File: config.mk
export PLATFORM = sky130hd
export DESIGN_NAME = iram_access
export DESIGN_NICKNAME = d
export VERILOG_FILES = /design/src/rtl/iram_pkg.sv /design/src/rtl/iram_bytes.sv /design/src/rtl/iram_sfr.sv /design/src/rtl/iram_bitmap.sv /design/src/rtl/iram_access.sv
export SDC_FILE = /design/constraint.sdc
export NUM_CORES = 2
export LEC_CHECK = 0
export BUFFER_PORTS_ARGS = -buffer_cell sky130_fd_sc_hd__buf_2
export CAP_MARGIN = 20
export CORE_MARGIN = 2
export CORE_UTILIZATION = 43
export DETAILED_ROUTE_END_ITERATION = 10
export SYNTH_ARGS = -nofsm -noshare
export SYNTH_HDL_FRONTEND = slang
export SYNTH_HIERARCHICAL = 1
export SYNTH_SLANG_ARGS = --single-unit
File: constraint.sdc
create_clock -name clk -period 5.4 [get_ports clk]
set_input_delay 0.27 -clock clk [delete_from_list [all_inputs] [get_ports clk]]
set_output_delay 0.27 -clock clk [all_outputs]
set_load 0.005 [all_outputs]
File: src/rtl/iram_pkg.sv
package iram_pkg;
  localparam int DW = 8;
  localparam int AW = 8;
  localparam int DEPTH = 1 << AW;
  localparam int NSFR = 8;
  localparam logic [7:0] SP_RESET = 8'h07;
  localparam logic [7:0] BIT_RAM_BASE = 8'h20;

  localparam logic [7:0] ADR_P0  = 8'h80;
  localparam logic [7:0] ADR_SP  = 8'h81;
  localparam logic [7:0] ADR_DPL = 8'h82;
  localparam logic [7:0] ADR_DPH = 8'h83;
  localparam logic [7:0] ADR_P1  = 8'h90;
  localparam logic [7:0] ADR_PSW = 8'hD0;
  localparam logic [7:0] ADR_ACC = 8'hE0;
  localparam logic [7:0] ADR_B   = 8'hF0;

  typedef enum logic [3:0] {
    OP_NOP  = 4'd0,
    OP_RDD  = 4'd1,
    OP_WRD  = 4'd2,
    OP_RDI  = 4'd3,
    OP_WRI  = 4'd4,
    OP_PUSH = 4'd5,
    OP_POP  = 4'd6,
    OP_XCH  = 4'd7,
    OP_XCHD = 4'd8,
    OP_BRD  = 4'd9,
    OP_BWR  = 4'd10
  } iram_op_e;

  function automatic logic [7:0] sfr_slot_addr(input int k);
    case (k)
      0: return ADR_P0;
      1: return ADR_SP;
      2: return ADR_DPL;
      3: return ADR_DPH;
      4: return ADR_P1;
      5: return ADR_PSW;
      6: return ADR_ACC;
      default: return ADR_B;
    endcase
  endfunction
endpackage

File: src/rtl/iram_bytes.sv
module iram_bytes #(
  parameter int W = 8,
  parameter int A = 8,
  parameter int D = 256
) (
  input  logic         clk,
  input  logic         we,
  input  logic [A-1:0] waddr,
  input  logic [W-1:0] wdata,
  input  logic [A-1:0] raddr_p,
  output logic [W-1:0] rdata_p,
  input  logic [A-1:0] raddr_d,
  output logic [W-1:0] rdata_d
);
  logic [W-1:0] mem [D];

  always_ff @(posedge clk) begin
    if (we) begin
      mem[waddr] <= wdata;
    end
  end

  assign rdata_p = mem[raddr_p];
  assign rdata_d = mem[raddr_d];
endmodule

File: src/rtl/iram_sfr.sv
module iram_sfr
  import iram_pkg::*;
#(
  parameter int W = DW,
  parameter int A = AW
) (
  input  logic         clk,
  input  logic         rst_n,
  input  logic [A-1:0] raddr,
  output logic [W-1:0] rdata,
  input  logic         we,
  input  logic [A-1:0] waddr,
  input  logic [W-1:0] wdata,
  input  logic         sp_we,
  input  logic [W-1:0] sp_wdata,
  input  logic         acc_we,
  input  logic [W-1:0] acc_wdata,
  input  logic         cy_we,
  input  logic         cy_wdata,
  output logic [W-1:0] sp_q,
  output logic [W-1:0] acc_q,
  output logic [1:0]   bank_q,
  output logic         cy_q
);
  logic [NSFR*W-1:0] slot_flat;
  logic [NSFR-1:0]   hit;

  for (genvar k = 0; k < NSFR; k++) begin : g_slot
    localparam logic [A-1:0] SLOT = A'(sfr_slot_addr(k));
    localparam logic [W-1:0] RST  = (SLOT == A'(ADR_SP)) ? W'(SP_RESET) : '0;
    logic [W-1:0] q;
    logic [W-1:0] d;
    logic         en;

    always_comb begin
      d  = q;
      en = 1'b0;
      if (SLOT == A'(ADR_SP) && sp_we) begin
        d  = sp_wdata;
        en = 1'b1;
      end
      if (SLOT == A'(ADR_ACC) && acc_we) begin
        d  = acc_wdata;
        en = 1'b1;
      end
      if (SLOT == A'(ADR_PSW) && cy_we) begin
        d[W-1] = cy_wdata;
        en     = 1'b1;
      end
      if (we && waddr == SLOT) begin
        d  = wdata;
        en = 1'b1;
      end
    end

    always_ff @(posedge clk or negedge rst_n) begin
      if (!rst_n) begin
        q <= RST;
      end else if (en) begin
        q <= d;
      end
    end

    assign slot_flat[k*W +: W] = q;
    assign hit[k] = (raddr == SLOT);

    if (SLOT == A'(ADR_SP)) begin : g_sp
      assign sp_q = q;
    end
    if (SLOT == A'(ADR_ACC)) begin : g_acc
      assign acc_q = q;
    end
    if (SLOT == A'(ADR_PSW)) begin : g_psw
      assign bank_q = q[4:3];
      assign cy_q   = q[W-1];
    end
  end

  always_comb begin
    rdata = '0;
    for (int k = 0; k < NSFR; k++) begin
      if (hit[k]) begin
        rdata = slot_flat[k*W +: W];
      end
    end
  end
endmodule

File: src/rtl/iram_bitmap.sv
module iram_bitmap
  import iram_pkg::*;
#(
  parameter int A  = AW,
  parameter int BW = 3
) (
  input  logic [A-1:0]  bit_addr,
  output logic          in_sfr,
  output logic [A-1:0]  byte_addr,
  output logic [BW-1:0] bit_idx
);
  logic [A-BW-1:0] group;

  assign group   = bit_addr[A-1:BW];
  assign in_sfr  = bit_addr[A-1];
  assign bit_idx = bit_addr[BW-1:0];

  always_comb begin
    if (in_sfr) begin
      byte_addr = {group, {BW{1'b0}}};
    end else begin
      byte_addr = A'(BIT_RAM_BASE) + A'(group);
    end
  end
endmodule

File: src/rtl/iram_access.sv
module iram_access
  import iram_pkg::*;
#(
  parameter int W = DW,
  parameter int A = AW,
  parameter int D = DEPTH
) (
  input  logic         clk,
  input  logic         rst_n,
  input  logic [3:0]   op,
  input  logic [A-1:0] addr,
  input  logic [W-1:0] wdata,
  output logic [W-1:0] rdata,
  output logic [W-1:0] sp,
  output logic [W-1:0] acc
);
  localparam int BW = $clog2(W);
  localparam int HW = W / 2;

  // reset: asserted at once, released on the clock
  logic [1:0] rst_pipe;
  logic       rst_q_n;

  always_ff @(posedge clk or negedge rst_n) begin
    if (!rst_n) begin
      rst_pipe <= 2'b00;
    end else begin
      rst_pipe <= {rst_pipe[0], 1'b1};
    end
  end
  assign rst_q_n = rst_pipe[1];

  iram_op_e opc;
  assign opc = iram_op_e'(op);

  logic [1:0]   bank;
  logic         cy;
  logic [A-1:0] ptr_slot;
  logic [A-1:0] dir_map;
  logic [W-1:0] ram_p;
  logic [W-1:0] ram_d;
  logic [W-1:0] sfr_rdata;
  logic [A-1:0] ptr;
  logic [W-1:0] sp_inc;
  logic [W-1:0] sp_dec;

  assign ptr_slot = A'({bank, 2'b00, addr[0]});
  assign dir_map  = (addr[A-1:BW] == '0) ? A'({bank, addr[BW-1:0]}) : addr;
  assign ptr      = A'(ram_p);
  assign sp_inc   = sp + W'(1);
  assign sp_dec   = sp - W'(1);

  logic          bm_sfr;
  logic [A-1:0]  bm_byte;
  logic [BW-1:0] bm_bit;

  iram_bitmap #(.A(A), .BW(BW)) u_bitmap (
    .bit_addr (addr),
    .in_sfr   (bm_sfr),
    .byte_addr(bm_byte),
    .bit_idx  (bm_bit)
  );

  // operand selection
  logic [A-1:0] ram_raddr;
  logic [A-1:0] sfr_raddr;
  logic         opnd_sfr;
  logic [W-1:0] opnd;
  logic         sel_bit;
  logic [W-1:0] bit_merged;

  always_comb begin
    ram_raddr = dir_map;
    sfr_raddr = addr;
    opnd_sfr  = addr[A-1];
    case (opc)
      OP_RDI, OP_WRI, OP_XCHD: begin
        ram_raddr = ptr;
        opnd_sfr  = 1'b0;
      end
      OP_POP: begin
        ram_raddr = A'(sp);
        opnd_sfr  = 1'b0;
      end
      OP_BRD, OP_BWR: begin
        ram_raddr = bm_byte;
        sfr_raddr = bm_byte;
        opnd_sfr  = bm_sfr;
      end
      default: ;
    endcase
  end

  assign opnd    = opnd_sfr ? sfr_rdata : ram_d;
  assign sel_bit = opnd[bm_bit];

  always_comb begin
    bit_merged         = opnd;
    bit_merged[bm_bit] = cy;
  end

  // write and result selection
  logic         ram_we;
  logic [A-1:0] ram_waddr;
  logic [W-1:0] ram_wdata;
  logic         sfr_we;
  logic [A-1:0] sfr_waddr;
  logic [W-1:0] sfr_wdata;
  logic         dir_we;
  logic [W-1:0] dir_wdata;
  logic         sp_we;
  logic [W-1:0] sp_wd;
  logic         acc_we;
  logic [W-1:0] acc_wd;
  logic         cy_we;
  logic         cy_wd;
  logic         rdata_en;
  logic [W-1:0] rdata_d;
  logic [W-1:0] rdata_q;

  always_comb begin
    ram_we    = 1'b0;
    ram_waddr = dir_map;
    ram_wdata = wdata;
    sfr_we    = 1'b0;
    sfr_waddr = addr;
    sfr_wdata = wdata;
    dir_we    = 1'b0;
    dir_wdata = wdata;
    sp_we     = 1'b0;
    sp_wd     = sp;
    acc_we    = 1'b0;
    acc_wd    = acc;
    cy_we     = 1'b0;
    cy_wd     = 1'b0;
    rdata_en  = 1'b1;
    rdata_d   = opnd;
    case (opc)
      OP_RDD, OP_RDI: ;
      OP_WRD: begin
        dir_we  = 1'b1;
        rdata_d = wdata;
      end
      OP_WRI: begin
        ram_we    = 1'b1;
        ram_waddr = ptr;
        rdata_d   = wdata;
      end
      OP_PUSH: begin
        ram_we    = 1'b1;
        ram_waddr = A'(sp_inc);
        ram_wdata = opnd;
        sp_we     = 1'b1;
        sp_wd     = sp_inc;
      end
      OP_POP: begin
        dir_we    = 1'b1;
        dir_wdata = opnd;
        sp_we     = 1'b1;
        sp_wd     = sp_dec;
      end
      OP_XCH: begin
        dir_we    = 1'b1;
        dir_wdata = acc;
        acc_we    = 1'b1;
        acc_wd    = opnd;
      end
      OP_XCHD: begin
        ram_we    = 1'b1;
        ram_waddr = ptr;
        ram_wdata = {opnd[W-1:HW], acc[HW-1:0]};
        acc_we    = 1'b1;
        acc_wd    = {acc[W-1:HW], opnd[HW-1:0]};
      end
      OP_BRD: begin
        cy_we   = 1'b1;
        cy_wd   = sel_bit;
        rdata_d = W'(sel_bit);
      end
      OP_BWR: begin
        rdata_d = W'(sel_bit);
        if (bm_sfr) begin
          sfr_we    = 1'b1;
          sfr_waddr = bm_byte;
          sfr_wdata = bit_merged;
        end else begin
          ram_we    = 1'b1;
          ram_waddr = bm_byte;
          ram_wdata = bit_merged;
        end
      end
      default: rdata_en = 1'b0;
    endcase
    if (dir_we) begin
      if (addr[A-1]) begin
        sfr_we    = 1'b1;
        sfr_waddr = addr;
        sfr_wdata = dir_wdata;
      end else begin
        ram_we    = 1'b1;
        ram_waddr = dir_map;
        ram_wdata = dir_wdata;
      end
    end
  end

  always_ff @(posedge clk or negedge rst_q_n) begin
    if (!rst_q_n) begin
      rdata_q <= '0;
    end else if (rdata_en) begin
      rdata_q <= rdata_d;
    end
  end

  iram_bytes #(.W(W), .A(A), .D(D)) u_bytes (
    .clk    (clk),
    .we     (ram_we & rst_q_n),
    .waddr  (ram_waddr),
    .wdata  (ram_wdata),
    .raddr_p(ptr_slot),
    .rdata_p(ram_p),
    .raddr_d(ram_raddr),
    .rdata_d(ram_d)
  );

  iram_sfr #(.W(W), .A(A)) u_sfr (
    .clk      (clk),
    .rst_n    (rst_q_n),
    .raddr    (sfr_raddr),
    .rdata    (sfr_rdata),
    .we       (sfr_we),
    .waddr    (sfr_waddr),
    .wdata    (sfr_wdata),
    .sp_we    (sp_we),
    .sp_wdata (sp_wd),
    .acc_we   (acc_we),
    .acc_wdata(acc_wd),
    .cy_we    (cy_we),
    .cy_wdata (cy_wd),
    .sp_q     (sp),
    .acc_q    (acc),
    .bank_q   (bank),
    .cy_q     (cy)
  );

  assign rdata = rdata_q;
endmodule

==> metrics.md <==
| Metric | Value |
|---|---|
| Gr ovfl total | 0 |
| Root buf cell | clkbuf_16 |
| Ranking of synthesized cells by area | edfxtp_1 (60%), mux4_2 (23%), mux2i_1 (2.5%), dfrtp_1 (1.7%), nor2_1 (1.3%) |
| Yosys top cell area share | 59.75% |
| Critical Path Start | u_bytes/mem[17][0]$_DFFE_PP_ |
| Area of the multi-input gates | 0.03722 mm^2 |
| Skew final | 0.05822 ns |
| Synthesis Warnings | 6 |
| Vias per cell | 6.629 |
| Worst IR drop on VDD | 0.0003275 V |
| Largest net degree at the start of global routing | 494 |
| Routed WL | 353900 um |
| Met2 wire length | 158700 um |
| Worst Hold End | u_sfr/acc_q[0]$_DFFE_PN0P_ |
| Crit path time final | 6.847 ns |
| Crit path DAT | 7.48 ns |
| Reg2Reg Depth | 26 |
| Cell area after layout | 0.1228 mm^2 |
| Sequential share of the synthesized area | 61.56% |
| CTS Buffer Depth | 3 |
| Gr usage total | 28.42% |
| Worst-skew pair later-pin latency | 0.90 ns |
| Flop2flop setup slack | -1.45 ns |
| Asr flop ratio synth | 3.487% |
| Total placed cells including tap cells | 9206 |
| Unrepaired setup endpoints after global routing | yes |
| First-pass GRT wire length | 486100 um |
| Netlist cell types | 105 |
| Gate Count Post-Synth | 5495 |
| Leakage power | 40.84 nW |
| Antenna Nets Post-Route | 0 |
| Post-synth EDFFs | 2048 |
| Slew margin rel. | -62.51% |
| Fin nets | 6378 |
| Worst-path fanout max | 9 |
| Full die area | 0.2433 mm^2 |
| Dpl hpwl | 233600 um |
| Slew Limit Fails | 242 |
| Final std cells w/o fill | 9708 |
| Final setup violation count | 2120 |
| Hold Crit Start | addr[4] |
| Fillcell total | 19010 |
| Final TNS setup | -2702.99 ns |
| Initial DRC count | 9722 |
| Max Cap Violations | 0 |
| Fraction of layout cells with a size suffix above 1 | 41.21% |
| #FFs+latches synth | 2122 |
| Setup ws final | -1.447 ns |
| Wire per inst | 36.45 um |
| Height of the die | 493.2 um |
| Status | finished, violations left |
| Reg-to-Reg Start | u_bytes/mem[17][0]$_DFFE_PP_ |
| DRC Markers | 0 |
| Most common cell in the netlist | edfxtp_1 |
| Total power draw | 41.86 mW |
| First-pass DRT Iterations | 10 |
| Layout area overhead | 19.34% |
| Critical path class | reg2reg |
| Reg area | 0.06336 mm^2 |
| Synth cell count leaders | edfxtp_1 (2048), mux4_2 (1062), nor2_1 (358), mux2i_1 (258), nand2_1 (160) |
| DRT met1 WL | 136300 um |
| Number of global-route vias before repair | 62090 |
| Uppermost layer routed | met5 |
| Core Area | 0.2379 mm^2 |
| Row count | 179 |
| Worst-margin pin slew | 2.438 ns |
| H-tree depth | 4 |
| Pwr Density | 340.8 mW/mm^2 |
| Worst min path class | in2reg |
| Vias post-DR | 64350 |
| Placer Congestion | 0.9912 |
| Synthesized cell area | 0.1029 mm^2 |
| Required @ worst endpoint | 6.03 ns |
| Max Clk Rate | 146.0 MHz |
| I/O pin total | 46 |
| R2r endpoint | u_bytes/mem[171][0]$_DFFE_PP_ |
| Final period utilization | 126.8% |
| Final hold vios | 0 |
| Initial core utilization | 43.27% |
| Most area-hungry cell type in the Yosys netlist | edfxtp_1 |
| I/O Buffers | 45 |
| Crit path launch type | register |
| Failing checks | max-slew violations, negative setup slack |
| Clk pin slew, worst setup/hold paths | 0.07 ns |
| Sink Count | 2122 |
| DR WL met3 | 42700 um |
| Die width | 493.2 um |
| Crit end category | register |
| Placement Setup Slack | -2.194 ns |
| Initial antenna violation count | 15 |
| Avg Synthesized Cell Area | 18.73 um^2 |
| CTS tree | yes |
| Hold path cells | 4 |
| Post-DP Area | 0.1134 mm^2 |
| Inserted Clock Buffers | 216 |
| Top FF cell, synth | edfxtp_1 |
## worst max path at each step
stage | slack [ns] | to | cells after the start
finish | -1.45 | u_bytes/mem[171][0]$_DFFE_PP_ | 26
global route | -1.49 | u_bytes/mem[22][0]$_DFFE_PP_ | 26
CTS | -1.20 | u_bytes/mem[217][2]$_DFFE_PP_ | 27
detailed placement | -2.19 | u_bytes/mem[173][5]$_DFFE_PP_ | 23
global placement | -2.14 | u_sfr/g_slot[5].q[7]$_DFFE_PN0N_ | 24
floorplan | -3.91 | u_bytes/mem[0][4]$_DFFE_PP_ | 25
## cell usage in the layout, fill, tap and decap left out, types with 16 or more instances in the layout
master	netlist	routed
inv_1	19	19
buf_16	0	21
o22ai_1	54	54
o211ai_1	17	17
clkbuf_1	150	44
a22oi_2	0	16
nor2b_1	29	29
buf_4	54	784
buf_6	48	24
edfxtp_1	2048	2048
o21ai_0	72	62
nor3_1	28	26
a22o_1	24	22
clkinv_2	0	50
buf_2	117	44
bufinv_16	0	26
a22oi_1	78	62
nand4_1	17	17
clkbuf_16	0	251
a211oi_1	35	27
mux4_2	1062	1062
mux2_1	18	18
dfrtp_1	71	68
a21oi_1	137	126
nand2b_1	25	25
clkinv_1	4	44
buf_12	8	152
nand3_1	64	60
nand2_1	160	158
o221ai_1	71	69
a221oi_1	35	32
a222oi_1	16	16
nor2_1	358	354
mux2_2	103	103
mux2i_1	258	251
## power by group
| part | internal [mW] | switching [mW] | leakage [nW] | total [mW] |
|---|---|---|---|---|
| logic | 3.42 | 4.48 | 17.9 | 7.90 |
| registers | 18.6 | 0.115 | 19.4 | 18.7 |
| clock network | 8.71 | 6.56 | 3.50 | 15.3 |
## cell families (layout without fill, tap and decap cells)
logic type      Yosys count  after routing  synth area share (%)
flops                  2122           2122                 61.56
other cells               2             10              0.007297
xor+xnor                 15             15                0.1276
compound gates          647            647                 4.538
mux                    1449           1449                 27.19
fa+ha+maj                 3              3               0.03404
simple gates            793            793                 3.656
buf+inv                 464           1502                 2.892
## registers in the layout (all words and copies together), names as in the netlist
signal / count
u_bytes/mem: 2048
u_sfr/g_slot.q: 48
rdata: 8
u_sfr/acc_q: 8
u_sfr/sp_q: 8
rst_pipe: 2
## stage by stage
stage / hold slack [ns] / utilization, %
2_1_floorplan: -0.02559 / -
3_3_place_gp: 0.05685 / 47.66
3_5_place_dp: 0.05545 / 47.68
4_1_cts: 0.06392 / 50.98
5_1_grt: 0.1231 / 51.64
6_report: 0.1474 / 51.64
## area by class of cell
class                           count  share of cell area [%]
Tap cell                         3167                   3.226
Sequential cell                  2122                   51.59
Clock inverter                    139                   1.203
Inverter                           23                 0.07436
Antenna cell                        1                0.002037
Clock buffer                      265                   4.619
Multi-Input combinational cell   2916                   30.31
Timing Repair Buffer             1075                   8.981
## what timing repair did
action	in CTS	in global routing
pin swaps	18	16
setup buffers	8	28
hold buffers	11	0
setup endpoints to repair	2120	2120
endpoints found under the hold margin	43	0
cloned	5	41
gates resized for setup	64	71
## worst max-delay path: stages, from the launching register on
cell,delay [ns]
edfxtp_1,0.41
mux4_2,0.47
mux4_2,0.48
a22oi_2,0.28
nand3_1,0.15
o31ai_2,0.09
a211oi_2,0.11
a222oi_1,0.58
a21oi_4,0.13
buf_12,0.17
buf_16,0.15
buf_12,0.15
buf_12,0.13
mux4_2,0.41
mux4_2,0.55
mux2i_2,0.25
o21ai_1,0.09
buf_4,0.18
o211ai_1,0.26
a221oi_4,0.10
buf_4,0.17
mux2_4,0.26
o211ai_1,0.28
a32oi_4,0.17
buf_12,0.21
buf_4,0.16
clkbuf_16,0.15
## layer usage
metal	GRT usage (%)	vias to the layer above
met5	0	-
met4	11.12	12
met3	6.978	631
met2	42.32	4180
met1	40.46	34290
li1	-	25240
No activity file was read; power rests on OpenSTA's default activity.
